**config.mk**
```make
export PLATFORM = sky130hd
export DESIGN_NAME = spi_ss_seq
export DESIGN_NICKNAME = d
export VERILOG_FILES = /design/src/rtl/spi_ss_seq_pkg.sv /design/src/rtl/spi_ss_seq_timer.sv /design/src/rtl/spi_ss_seq_shift.sv /design/src/rtl/spi_ss_seq_slvchk.sv /design/src/rtl/spi_ss_seq.sv
export SDC_FILE = /design/constraint.sdc
export NUM_CORES = 1
export LEC_CHECK = 0
export BUFFER_PORTS_ARGS = -buffer_cell sky130_fd_sc_hd__buf_2
export CORE_ASPECT_RATIO = 0.8
export CORE_MARGIN = 1.5
export CORE_UTILIZATION = 50
export DETAILED_ROUTE_END_ITERATION = 8
export GPL_ROUTABILITY_DRIVEN = 1
export GPL_TIMING_DRIVEN = 0
export PLACE_DENSITY = 0.7
export SYNTH_ARGS = -nofsm -noshare
export SYNTH_HDL_FRONTEND = slang
export SYNTH_SLANG_ARGS = --single-unit
```
**constraint.sdc**
```tcl
create_clock -name clk -period 4.45 [get_ports clk]
set_input_delay 0.445 -clock clk [delete_from_list [all_inputs] [get_ports clk]]
set_output_delay 0.445 -clock clk [all_outputs]
set_load 0.01 [all_outputs]
```
**src/rtl/spi_ss_seq_pkg.sv**
```systemverilog
package spi_ss_seq_pkg;

    typedef enum logic [2:0] {
        ST_IDLE,
        ST_DLY,
        ST_LEAD,
        ST_SHIFT,
        ST_LAG,
        ST_GAP
    } seq_state_e;

endpackage

```
**src/rtl/spi_ss_seq_timer.sv**
```systemverilog
// Phase counter within one serial clock period plus a count of whole periods.
module spi_ss_seq_timer #(
    parameter int DIV_SEL_W = 3,
    parameter int PER_W     = 9,
    localparam int PH_W     = (1 << DIV_SEL_W) + 2
) (
    input  logic                 clk,
    input  logic                 rst_n,
    input  logic                 run,
    input  logic                 clr,
    input  logic [DIV_SEL_W-1:0] div_sel,
    output logic                 mid,
    output logic                 last,
    output logic [PER_W-1:0]     per
);

    typedef struct packed {
        logic [PH_W-1:0]  ph;
        logic [PER_W-1:0] per;
    } tmr_t;

    tmr_t             d, q;
    logic [PH_W-1:0]  per_m1;
    logic [PH_W-1:0]  half_m1;

    always_comb begin
        per_m1  = (PH_W'(4) << div_sel) - PH_W'(1);
        half_m1 = (PH_W'(2) << div_sel) - PH_W'(1);
        mid     = (q.ph == half_m1);
        last    = (q.ph == per_m1);
        per     = q.per;
        d       = q;
        if (clr) begin
            d.ph  = '0;
            d.per = '0;
        end else if (run) begin
            if (last) begin
                d.ph  = '0;
                d.per = q.per + PER_W'(1);
            end else begin
                d.ph = q.ph + PH_W'(1);
            end
        end
    end

    always_ff @(posedge clk or negedge rst_n) begin
        if (!rst_n) q <= '0;
        else        q <= d;
    end

endmodule

```
**src/rtl/spi_ss_seq_shift.sv**
```systemverilog
// Transmit and receive shift registers, MSB first.
module spi_ss_seq_shift #(
    parameter int MAX_BITS = 32,
    parameter int LEN_W    = $clog2(MAX_BITS)
) (
    input  logic                clk,
    input  logic                rst_n,
    input  logic                load,
    input  logic [MAX_BITS-1:0] data,
    input  logic [LEN_W-1:0]    len_m1,
    input  logic                shift_out,
    input  logic                sample_in,
    input  logic                miso,
    output logic                mosi,
    output logic [MAX_BITS-1:0] rx_data
);

    typedef struct packed {
        logic [MAX_BITS-1:0] tx;
        logic [MAX_BITS-1:0] rx;
    } sh_t;

    sh_t              d, q;
    logic [LEN_W-1:0] align;

    always_comb begin
        align = LEN_W'(MAX_BITS - 1) - len_m1;
        d     = q;
        if (load) begin
            d.tx = data << align;
            d.rx = '0;
        end else begin
            if (shift_out) d.tx = {q.tx[MAX_BITS-2:0], 1'b0};
            if (sample_in) d.rx = {q.rx[MAX_BITS-2:0], miso};
        end
        mosi    = q.tx[MAX_BITS-1];
        rx_data = q.rx;
    end

    always_ff @(posedge clk or negedge rst_n) begin
        if (!rst_n) q <= '0;
        else        q <= d;
    end

endmodule

```
**src/rtl/spi_ss_seq_slvchk.sv**
```systemverilog
// Flags a slave clock rise that shares its sample with the select fall.
module spi_ss_seq_slvchk (
    input  logic clk,
    input  logic rst_n,
    input  logic ss_in_n,
    input  logic sclk_in,
    output logic early
);

    typedef struct packed {
        logic ss_n;
        logic sclk;
        logic err;
    } chk_t;

    chk_t d, q;

    always_comb begin
        d.ss_n = ss_in_n;
        d.sclk = sclk_in;
        d.err  = q.ss_n && !ss_in_n && !q.sclk && sclk_in;
        early  = q.err;
    end

    always_ff @(posedge clk or negedge rst_n) begin
        if (!rst_n) q <= '{ss_n: 1'b1, sclk: 1'b0, err: 1'b0};
        else        q <= d;
    end

endmodule

```
**src/rtl/spi_ss_seq.sv**
```systemverilog
module spi_ss_seq
    import spi_ss_seq_pkg::*;
#(
    parameter int MAX_BITS  = 32,
    parameter int DIV_SEL_W = 3,
    parameter int WAIT_W    = 8,
    localparam int LEN_W    = $clog2(MAX_BITS),
    localparam int PER_W    = WAIT_W + 1
) (
    input  logic                 clk,
    input  logic                 rst_n,
    input  logic                 req_valid,
    input  logic [MAX_BITS-1:0]  req_data,
    input  logic [LEN_W-1:0]     req_len_m1,
    input  logic [DIV_SEL_W-1:0] div_sel,
    input  logic [WAIT_W-1:0]    wait_cnt,
    input  logic                 spi_rdy,
    output logic                 req_ready,
    output logic                 ss_n,
    output logic                 sclk,
    output logic                 mosi,
    input  logic                 miso,
    output logic [MAX_BITS-1:0]  rx_data,
    output logic                 done,
    input  logic                 slv_ss_n,
    input  logic                 slv_sclk,
    output logic                 slv_early
);

    typedef struct packed {
        seq_state_e           state;
        logic                 dly;
        logic [LEN_W:0]       bits_left;
        logic [DIV_SEL_W-1:0] div;
        logic [WAIT_W-1:0]    wait_n;
        logic                 ss_n;
        logic                 sclk;
        logic                 done;
    } seq_t;

    seq_t             d, q;
    logic             tmr_clr, tmr_run, tmr_mid, tmr_last;
    logic [PER_W-1:0] tmr_per;
    logic             sh_load, sh_out, sh_in;

    spi_ss_seq_timer #(.DIV_SEL_W(DIV_SEL_W), .PER_W(PER_W)) u_timer (
        .clk     (clk),
        .rst_n   (rst_n),
        .run     (tmr_run),
        .clr     (tmr_clr),
        .div_sel (q.div),
        .mid     (tmr_mid),
        .last    (tmr_last),
        .per     (tmr_per)
    );

    spi_ss_seq_shift #(.MAX_BITS(MAX_BITS), .LEN_W(LEN_W)) u_shift (
        .clk       (clk),
        .rst_n     (rst_n),
        .load      (sh_load),
        .data      (req_data),
        .len_m1    (req_len_m1),
        .shift_out (sh_out),
        .sample_in (sh_in),
        .miso      (miso),
        .mosi      (mosi),
        .rx_data   (rx_data)
    );

    spi_ss_seq_slvchk u_slvchk (
        .clk     (clk),
        .rst_n   (rst_n),
        .ss_in_n (slv_ss_n),
        .sclk_in (slv_sclk),
        .early   (slv_early)
    );

    always_comb begin
        d         = q;
        d.done    = 1'b0;
        tmr_clr   = 1'b0;
        sh_load   = 1'b0;
        sh_out    = 1'b0;
        sh_in     = 1'b0;
        req_ready = (q.state == ST_IDLE) && spi_rdy;
        tmr_run   = (q.state != ST_IDLE) && (q.state != ST_DLY);
        unique case (q.state)
            ST_IDLE: begin
                if (req_valid && spi_rdy) begin
                    sh_load     = 1'b1;
                    d.div       = div_sel;
                    d.wait_n    = wait_cnt;
                    d.bits_left = (LEN_W+1)'(req_len_m1) + (LEN_W+1)'(1);
                    d.dly       = 1'b0;
                    d.state     = ST_DLY;
                end
            end
            ST_DLY: begin
                if (q.dly) begin
                    d.ss_n  = 1'b0;
                    d.state = ST_LEAD;
                    tmr_clr = 1'b1;
                end else begin
                    d.dly = 1'b1;
                end
            end
            ST_LEAD: begin
                if (tmr_last && tmr_per == PER_W'(2)) begin
                    d.state = ST_SHIFT;
                    tmr_clr = 1'b1;
                end
            end
            ST_SHIFT: begin
                if (tmr_mid) begin
                    d.sclk = 1'b1;
                    sh_in  = 1'b1;
                end
                if (tmr_last) begin
                    d.sclk      = 1'b0;
                    sh_out      = 1'b1;
                    d.bits_left = q.bits_left - (LEN_W+1)'(1);
                    if (q.bits_left == (LEN_W+1)'(1)) begin
                        d.state = ST_LAG;
                        tmr_clr = 1'b1;
                    end
                end
            end
            ST_LAG: begin
                if (tmr_last && tmr_per == PER_W'(1)) begin
                    d.ss_n  = 1'b1;
                    d.done  = 1'b1;
                    d.state = ST_GAP;
                    tmr_clr = 1'b1;
                end
            end
            ST_GAP: begin
                if (tmr_last && tmr_per == PER_W'(q.wait_n)) begin
                    d.state = ST_IDLE;
                end
            end
            default: d.state = ST_IDLE;
        endcase
        ss_n = q.ss_n;
        sclk = q.sclk;
        done = q.done;
    end

    always_ff @(posedge clk or negedge rst_n) begin
        if (!rst_n) begin
            q       <= '0;
            q.state <= ST_IDLE;
            q.ss_n  <= 1'b1;
        end else begin
            q <= d;
        end
    end

endmodule

```
==> results.py, run 1 <==
metrics = {
    "logic_synthesis": {
        "yosysUniqueCellTypes": 66,
        "netlist_area_sq_mm": 0.007308,
        "syn_nets": 884,
        "ys_seq_area_share_pct": 37.70,
        "ys.flop_type": "dfrtp_1",
        "synth-seq-cells": 110,
        "ys_warn_count": 0,
        "synth_edf_count": 0,
        "syn_inst": 822,
        "avgSynthCellArea_sq_um": 8.891,
        "ys_async_sr_fraction_pct": 100.0,
    },
    "route": {
        "viasPerCell": 5.698,
        "drc": 0,
        "drtIter0Drc": 554,
        "wl_per_cell_microns": 16.30,
        "ant_nets": 0,
        "vias": 6348,
        "wl_mm": 18.16,
        "first_pass_iters": 5,
    },
    "timing": {
        "slew_headroom_pct": 50.16,
        "setup_viol": 0,
        "tns_ns": 0,
        "finClkSkew_ns": 0.01111,
        "drv_slew": 0,
        "period_minus_slack_ns": 2.800,
        "finalHoldViolations": 0,
        "rsz0062_at_grt": "no",
        "post-route-period-util_pct": 62.93,
        "worstMarginPinSlew_ns": 0.7449,
        "setup_slack_ns": 1.650,
        "max_clock_freq_ghz": 0.3571,
    },
    "clock_network": {
        "cts_buffer_depth": 2,
        "clock_latency_ns": 0.36,
        "root_buffer": "clkbuf_16",
        "holdBufCountCts": 0,
        "cts_resized": 0,
        "clk_pin_slew_ns": 0.09,
        "cts_post_setup_buffers_inserted": 0,
        "cts_tree": "built",
        "numCtsBuffers": 9,
        "cts_htree_levels": 3,
        "clock_sinks": 110,
    },
    "worst_hold_path": {
        "hold_path.class": "in -> async",
    },
    "setup_path": {
        "worstSetupEndpointType": "flip-flop",
        "regToRegSetupSlack_ns": 1.65,
        "critPathRequiredTime_ns": 4.68,
        "cp.arrival_ns": 3.03,
        "rr_startpoint": "q[22]",
        "crit_fanout": 10,
        "r2r-end": "u_shift.rx_data[17]",
        "crit_path_start_kind": "flip-flop",
        "path_class": "reg -> reg",
        "r2r_cells": 8,
    },
    "layout": {
        "fin_util_pct": 58.30,
        "finalNetCount": 987,
        "antenna_cells": 0,
        "area_growth_pct": 14.06,
        "finalInstanceArea_sq_mm": 0.008335,
        "drive_gt1_share_pct": 22.69,
    },
    "floorplan": {
        "num_rows": 39,
        "start_util_pct": 51.12,
        "core_area_sq_mm": 0.01430,
        "fp.dieW_microns": 138.2,
        "die_h_microns": 111.1,
        "io_pins": 93,
        "dieArea_sq_mm": 0.01536,
    },
    "place": {
        "place_congestion": 0.9609,
        "pre_cts_slack_ns": 1.465,
        "port_buffers": 91,
        "dp_hpwl_mm": 13.70,
        "placed_area_sq_mm": 0.008024,
    },
    "outcome": {
        "status": "finished, final reports clean",
    },
    "power": {
        "ir_worst_vdd_uv": 282.6,
        "leakage_nw": 3.973,
        "power_density_mw_per_mm2": 421.9,
    },
    "grt": {
        "grt-ovfl-total": 0,
        "track_usage_pct": 24.06,
        "grt_pass1_vias": 5876,
        "antenna_found_initial": 0,
        "grt_max_degree": 71,
        "grt_pass1_wl_mm": 30.27,
    },
    "run": {
        "max-cap-violations": 0,
    },
}
-- cells by family after synthesis --
| family | synth area share [%] |
|---|---|
| adders and majority gates | 1.198 |
| muxes | 15.82 |
| DFF | 37.70 |
| buffers and inverters | 8.355 |
| and+or+nand+nor | 19.43 |
| xor gates and xnor gates | 2.996 |
| AOI/OAI and AO/OA | 14.50 |
-- power by group --
part	internal, W	switching, W
Sequential	0.00125	0.000172
Combinational	0.000509	0.000765
Clock	0.000403	0.000415
-- per-layer routing --
layer / track usage (%) / share of wire [%] / up-vias
li1: - / - / 3088
met1: 36.78 / 49 / 3056
met3: 5.227 / 6.6 / 17
met5: 0 / 0 / -
met4: 4.912 / 1.2 / 0
met2: 34.99 / 43 / 187
-- worst max-delay path, stage by stage, from the launching register on --
cell and delay [ns]:
dfrtp_1 0.37, clkbuf_1 0.19, or2_2 0.36, nor3b_1 0.41
and2_1 0.19, clkbuf_1 0.34, buf_2 0.32, clkbuf_1 0.41
nor2_1 0.10
-- through the flow --
step / hold slack, ns / power, W / std cells
after floorplan: 0.1494 / 0.002356 / 822
after global placement: 0.3908 / 0.002666 / 1097
after detailed placement: 0.3944 / 0.002696 / 1098
after CTS: 0.08587 / 0.003522 / 1114
after global routing: 0.1069 / 0.003771 / 1114
final: 0.07417 / 0.003517 / 1114
-- synthesized netlist by cell type (15+ instances only) --
master    instances  share of area (%)
nand2_1         131                6.7
dfrtp_1         108                 37
nor2_1           77                4.0
mux2i_1          48                6.6
o21ai_0          41                2.8
clkbuf_1         35                1.8
buf_4            34                3.5
nand3_1          34                2.3
a21oi_1          32                2.2
inv_1            25                1.3
mux4_2           25                7.7
a31oi_1          19                1.6
o21ai_1          15                1.0
xor2_1           15                1.8
-- layout by cell type, fill, tap and decap left out, drive strengths merged, types with 4 or more instances in the layout --
cell type / n
a211oi: 8
a21oi: 32
a221oi: 5
a22o: 4
a31oi: 19
and2: 7
and3: 9
buf: 149
clkbuf: 44
clkinv: 4
dfrtp: 108
ha: 7
inv: 29
mux2: 10
mux2i: 48
mux4: 25
nand2: 132
nand3: 34
nand4: 6
nor2: 78
nor2b: 5
nor3: 9
nor3b: 4
nor4: 9
o2111ai: 4
o211ai: 5
o21ai: 57
o22ai: 11
or3: 7
xnor2: 10
xor2: 15
-- state kept, by name, indices dropped and copies added (netlist names) --
name	count
done	1
q	21
sclk	1
ss_n	1
u_shift.mosi	1
u_shift.q	31
u_shift.rx_data	32
u_slvchk.early	1
u_slvchk.q	2
u_timer.per	9
u_timer.q	10
-- how the worst max path moves through the flow --
stage / cells after the start / slack [ns] / from / end
2_1_floorplan: 9 / 2.07 / req_len_m1[0] / u_shift.q[57]
3_3_place_gp: 10 / 1.46 / req_len_m1[0] / u_shift.q[57]
3_5_place_dp: 10 / 1.46 / req_len_m1[0] / u_shift.q[57]
4_1_cts: 8 / 1.66 / q[22] / u_shift.rx_data[17]
5_1_grt: 8 / 1.42 / q[13] / q[15]
6_report: 8 / 1.65 / q[22] / u_shift.rx_data[17]
-- layout make-up --
| type | instances | area, sq um |
|---|---|---|
| Buffer | 92 | 505.5 |
| Multi-Input combinational cell | 592 | 3943 |
| Inverter | 28 | 105.1 |
| Tap cell | 184 | 230.2 |
| Timing Repair Buffer | 92 | 485.5 |
| Clock inverter | 7 | 86.33 |
| Sequential cell | 110 | 2755 |
| Clock buffer | 9 | 225.2 |
| Fill cell | 1292 | 5962 |
Power figures use the tool's default switching activity.
==> run 2: changes to the inputs <==
--- a/config.mk
+++ b/config.mk
@@ -12,7 +12,7 @@
 export DETAILED_ROUTE_END_ITERATION = 8
 export GPL_ROUTABILITY_DRIVEN = 1
 export GPL_TIMING_DRIVEN = 0
-export PLACE_DENSITY = 0.7
+export PLACE_DENSITY = 0.73
 export SYNTH_ARGS = -nofsm -noshare
 export SYNTH_HDL_FRONTEND = slang
 export SYNTH_SLANG_ARGS = --single-unit
==> constraint.sdc (replaced) <==
create_clock -name clk -period 2.5 [get_ports clk]
set_input_delay 0.25 -clock clk [delete_from_list [all_inputs] [get_ports clk]]
set_output_delay 0.25 -clock clk [all_outputs]
set_load 0.01 [all_outputs]
==> run 2 against run 1 <==
Compared with the run above:
- clock-buffer cell count unchanged
- largest cell class unchanged
- total power up 88%
- clock power up 86%
- maximum frequency up 14%
- highest routed layer unchanged
- sequential share of layout area down 0.84 points
- clock skew down 0.0016 ns
- die area unchanged
- global-route usage up 0.32 points
- register-to-register slack worse by 1.6 ns
- sequential cell count unchanged
- worst hold slack worse by 0.063 ns
==> results.py, run 2 (synthesis results as in run 1) <==
metrics = {
    "clock_network": {
        "root_buffer": "clkbuf_16",
        "cts_htree_levels": 3,
        "clock_latency_ns": 0.36,
        "numCtsBuffers": 9,
        "cts_buffer_depth": 2,
        "clock_sinks": 110,
        "cts_tree": "built",
        "clk_pin_slew_ns": 0.08,
    },
    "grt": {
        "antenna_found_initial": 0,
        "grt_max_degree": 62,
        "grt_pass1_vias": 5965,
        "grt_pass1_wl_mm": 30.62,
        "track_usage_pct": 24.38,
        "grt-ovfl-total": 0,
    },
    "worst_hold_path": {
        "hold_path.class": "in -> reg",
        "min_from": "slv_sclk",
    },
    "place": {
        "place_congestion": 0.9477,
        "port_buffers": 91,
        "post-place-cells": 1098,
        "dp_hpwl_mm": 13.66,
    },
    "floorplan": {
        "io_pins": 93,
        "dieArea_sq_mm": 0.01536,
        "core_area_sq_mm": 0.01430,
        "num_rows": 39,
        "die_h_microns": 111.1,
        "fp.dieW_microns": 138.2,
        "start_util_pct": 51.12,
    },
    "setup_path": {
        "worstSetupEndpointType": "flip-flop",
        "critPathBufInv": 1,
        "worstPathCellList": "or3_4 > o22ai_4 > o2111ai_4 > buf_6 > nor3_4 > a211oi_2 > o31ai_1 > o41ai_1",
        "crit_path_start_kind": "flip-flop",
        "rr_startpoint": "q[13]",
        "critPathRequiredTime_ns": 2.72,
        "crit_fanout": 6,
        "critPathMaxStageDelay_ns": 0.46,
        "crit_start": "q[13]",
        "path_class": "reg -> reg",
        "slowest_stage": "dfrtp_1",
        "cp_top_family": "compound AO/OA/AOI/OAI gates",
        "cp.arrival_ns": 2.67,
    },
    "power": {
        "internal-power_w": 0.004054,
        "ir_worst_vdd_uv": 670.1,
        "p_switching_w": 0.002567,
        "combPwrFrac_pct": 37.6,
        "switching_share_pct": 38.77,
        "power_density_mw_per_mm2": 773.0,
        "pwr-share-seq_pct": 39.5,
        "p_clk_share_pct": 23.0,
        "power_w": 0.006622,
        "leakage_nw": 4.071,
    },
    "layout": {
        "layout_commonest_cell": "nand2_1",
        "stdcell_count": 1116,
        "drive_gt1_share_pct": 26.07,
        "final_cell_mix": "nand2_1 (129), dfrtp_1 (105), buf_2 (98)",
        "fillers": 1240,
        "antenna_cells": 0,
        "area_growth_pct": 17.21,
        "largest_reg_flops": 32,
        "finalNetCount": 989,
    },
    "timing": {
        "worstMarginPinSlew_ns": 0.9207,
        "drv_slew": 0,
        "finClkSkew_ns": 0.009475,
        "tns_ns": 0,
        "post-route-period-util_pct": 98.05,
        "max_clock_freq_ghz": 0.4080,
        "setup_viol": 0,
        "slew_headroom_pct": 38.39,
        "rsz0062_at_grt": "yes",
        "period_minus_slack_ns": 2.451,
        "finalHoldViolations": 0,
    },
    "route": {
        "drc": 0,
        "wl_per_cell_microns": 17.00,
        "wl_mm": 18.97,
        "drtIter0Drc": 725,
        "viasPerCell": 5.857,
        "vias": 6536,
        "first_pass_iters": 6,
        "ant_nets": 0,
    },
    "outcome": {
        "status": "finished, final reports clean",
    },
    "run": {
        "max-cap-violations": 0,
    },
}
[run 2: path summary, 6_finish.rpt]
check,end,slack (ns),cells past startpoint
max,q[21],0.05,8
min,u_slvchk.q[1],0.01,1
max reg2reg,q[21],0.05,8
min reg2reg,u_slvchk.early,0.40,1
max in group asynchronous,u_shift.q[60],1.32,3
min in group asynchronous,q[16],0.47,2
[run 2: layout make-up]
class,count,area [sq um],area share (%)
plain buffers,86,511.7,5.974
clock inverters,7,88.84,1.037
inverters,28,105.1,1.227
flip-flops and latches,110,2759,32.21
clock buffers,9,225.2,2.629
repair buffers,99,550.5,6.427
well taps,184,230.2,2.688
multi-input cells,593,4095,47.81
[run 2: metal layers]
metal  up-vias  track usage [%]  wire length, microns
li1       3100                -                     -
met1      3123            37.70                  8926
met2       296            35.69                  8391
met3        17            4.449                  1503
met4         0            4.772                   150
met5         -                0                     0
[run 2: power groups by stage]
stage | logic, W | clock network [W] | registers, W
final | 0.00249 | 0.00152 | 0.00261
after global routing | 0.00275 | 0.00160 | 0.00268
after CTS | 0.00228 | 0.00153 | 0.00255
after detailed placement | 0.00225 | 0 | 0.00255
after global placement | 0.00219 | 0 | 0.00256
after floorplan | 0.00171 | 0 | 0.00248
[run 2: what timing repair did]
item / 4_1_cts / 5_1_grt
hold endpoints to repair: 48 / 0
endpoints found under the setup margin: 80 / 101
resized for setup: 10 / 45
pin swaps: 1 / 6
cloned: 0 / 1
setup buffers: 3 / 2
hold buffers: 2 / 0
[run 2: per-stage QoR]
stage | setup WS, ns | utilization [%] | instance area (sq um) | hold slack, ns
floorplan | 0.1630 | - | 7308 | -0.04559
CTS | -0.002505 | 58.83 | 8412 | 0.004425
detailed placement | -0.2406 | 56.12 | 8024 | 0.3306
global route | -0.04401 | 59.91 | 8566 | 0.0005323
finish | 0.04873 | 59.91 | 8566 | 0.01107
global placement | -0.2453 | 55.91 | 7994 | 0.3678
[run 2: worst register-to-register path, delay by kind of cell, from the launching register on]
kind | cells | cell delay (ns)
buf+inv | 1 | 0.19
simple gates | 2 | 0.74
compound gates | 5 | 0.93
flops | 1 | 0.46
==> run 3: changes to the inputs <==
--- a/config.mk
+++ b/config.mk
@@ -7,7 +7,7 @@
 export LEC_CHECK = 0
 export BUFFER_PORTS_ARGS = -buffer_cell sky130_fd_sc_hd__buf_2
 export CORE_ASPECT_RATIO = 0.8
-export CORE_MARGIN = 1.5
+export CORE_MARGIN = 2
 export CORE_UTILIZATION = 50
 export DETAILED_ROUTE_END_ITERATION = 8
 export GPL_ROUTABILITY_DRIVEN = 1
==> run 3 against run 2 <==
Compared with the run above:
- register-to-register slack about the same
- utilization down 0.51 points
- non-clock buffer count up 3
- routed wire length fell by 1.2%
- via count fell by 0.29%
- worst hold slack gained 0.0065 ns
- clock-buffer cell count is 1 higher
- clock power down 9%
- critical path type unchanged
- highest routed layer is now met5
==> results.py, run 3 (synthesis results as in run 1) <==
metrics = {
    "setup_path": {
        "rr_startpoint": "u_timer.q[15]",
        "path_class": "reg -> reg",
        "r2r_cells": 7,
        "critPathRequiredTime_ns": 2.74,
        "r2r-end": "q[16]",
        "crit_path_start_kind": "flip-flop",
        "cp.arrival_ns": 2.67,
        "regToRegSetupSlack_ns": 0.06,
        "worstSetupEndpointType": "flip-flop",
        "crit_fanout": 9,
    },
    "clock_network": {
        "cts_htree_levels": 3,
        "root_buffer": "clkbuf_16",
        "clock_latency_ns": 0.35,
        "cts_tree": "built",
        "clock_sinks": 110,
        "clk_pin_slew_ns": 0.07,
        "cts_buffer_depth": 2,
        "numCtsBuffers": 9,
    },
    "grt": {
        "antenna_found_initial": 1,
        "track_usage_pct": 23.82,
        "grt_pass1_vias": 5886,
        "grt_pass1_wl_mm": 30.47,
        "grt-ovfl-total": 0,
        "grt_max_degree": 64,
    },
    "route": {
        "wl_per_cell_microns": 16.77,
        "ant_nets": 0,
        "drc": 0,
        "top_layer": "met5",
        "wl_met2_mm": 8.027,
        "wl_met1_mm": 9.263,
        "wl_mm": 18.75,
        "viasPerCell": 5.829,
        "drtIter0Drc": 627,
        "vias": 6517,
        "first_pass_iters": 5,
        "met3_length_mm": 1.320,
    },
    "layout": {
        "area_growth_pct": 16.21,
        "multi_input_area_sq_mm": 0.004050,
        "drive_gt1_share_pct": 25.48,
        "antenna_cells": 0,
        "largest_reg_flops": 32,
        "layout_commonest_cell": "nand2_1",
        "fin_util_pct": 59.40,
        "register_area_sq_mm": 0.002758,
        "final_cell_mix": "nand2_1 (130), dfrtp_1 (106), buf_2 (100)",
        "fillers": 1287,
        "finalNetCount": 991,
    },
    "timing": {
        "slew_headroom_pct": 49.29,
        "max_clock_freq_ghz": 0.4101,
        "setup_viol": 0,
        "period_minus_slack_ns": 2.438,
        "finalHoldViolations": 0,
        "drv_slew": 0,
        "post-route-period-util_pct": 97.53,
        "worstMarginPinSlew_ns": 0.7578,
        "finClkSkew_ns": 0.01063,
        "setup_slack_ns": 0.06177,
        "tns_ns": 0,
    },
    "place": {
        "port_buffers": 91,
        "place_congestion": 0.9556,
        "pre_cts_slack_ns": -0.2605,
        "dp_hpwl_mm": 13.54,
    },
    "floorplan": {
        "io_pins": 93,
        "fp.dieW_microns": 139.2,
        "start_util_pct": 51.12,
        "core_area_sq_mm": 0.01430,
        "dieArea_sq_mm": 0.01561,
        "num_rows": 39,
        "die_h_microns": 112.1,
    },
    "power": {
        "power_density_mw_per_mm2": 754.2,
        "power_w": 0.006406,
        "leakage_nw": 4.056,
        "ir_worst_vdd_uv": 414.2,
    },
    "worst_hold_path": {
        "min_from": "slv_sclk",
        "min_to": "u_slvchk.q[1]",
        "hold_path.class": "in -> reg",
        "hold_depth": 1,
    },
    "outcome": {
        "status": "finished, final reports clean",
    },
    "run": {
        "max-cap-violations": 0,
    },
}
==> run 3: cell type report <==
type	count	area share [%]
flip-flops and latches	110	32.47
plain buffers	88	6.055
multi-input cells	592	47.69
clock buffers	10	2.696
repair buffers	100	6.541
inverters	28	1.237
clock inverters	6	0.6040
well taps	184	2.711
==> run 3: critical path, stage by stage, from the launching register on <==
cell and delay (ns):
dfrtp_2 0.48, or3_1 0.33, a21oi_1 0.26, a211oi_4 0.12, or4_4 0.68, nand2_8 0.15
o21ai_1 0.08, a22o_1 0.23
==> run 3: report_power, final <==
| part | internal (W) | switching (W) |
|---|---|---|
| clock | 0.000696 | 0.000685 |
| combinational | 0.00100 | 0.00145 |
| sequential | 0.00223 | 0.000341 |
| total | 0.00393 | 0.00248 |
==> run 3: how the worst max path moves through the flow <==
stage	startpoint	end	slack, ns	depth (start not counted)
floorplan	u_timer.q[14]	q[16]	0.16	9
detailed placement	req_len_m1[0]	u_shift.q[57]	-0.26	10
global placement	q[22]	u_shift.rx_data[10]	-0.27	8
global route	u_timer.q[11]	q[16]	-0.005	7
finish	u_timer.q[15]	q[16]	0.06	7
CTS	u_timer.q[14]	q[16]	0.02	9
==> run 3: what timing repair did <==
action,in CTS,in global routing
setup buffers,3,3
setup endpoints to repair,65,81
hold buffers,2,0
endpoints found under the hold margin,46,0
pin swaps,2,3
gates resized for setup,13,32
==> run 3: routing by layer <==
metal / track usage [%] / vias to the layer above
met5: 0 / -
met4: 3.771 / 2
met3: 4.437 / 12
met2: 34.75 / 254
met1: 37.64 / 3152
li1: - / 3097
==> run 3: metrics by stage <==
| stage | cell area, sq um | std cells | hold WS (ns) |
|---|---|---|---|
| CTS | 8382 | 1117 | 0.008879 |
| detailed placement | 8024 | 1098 | 0.3194 |
| global placement | 7994 | 1097 | 0.3691 |
| floorplan | 7308 | 822 | -0.04559 |
| finish | 8493 | 1118 | 0.01762 |
| global route | 8493 | 1118 | 0.007054 |
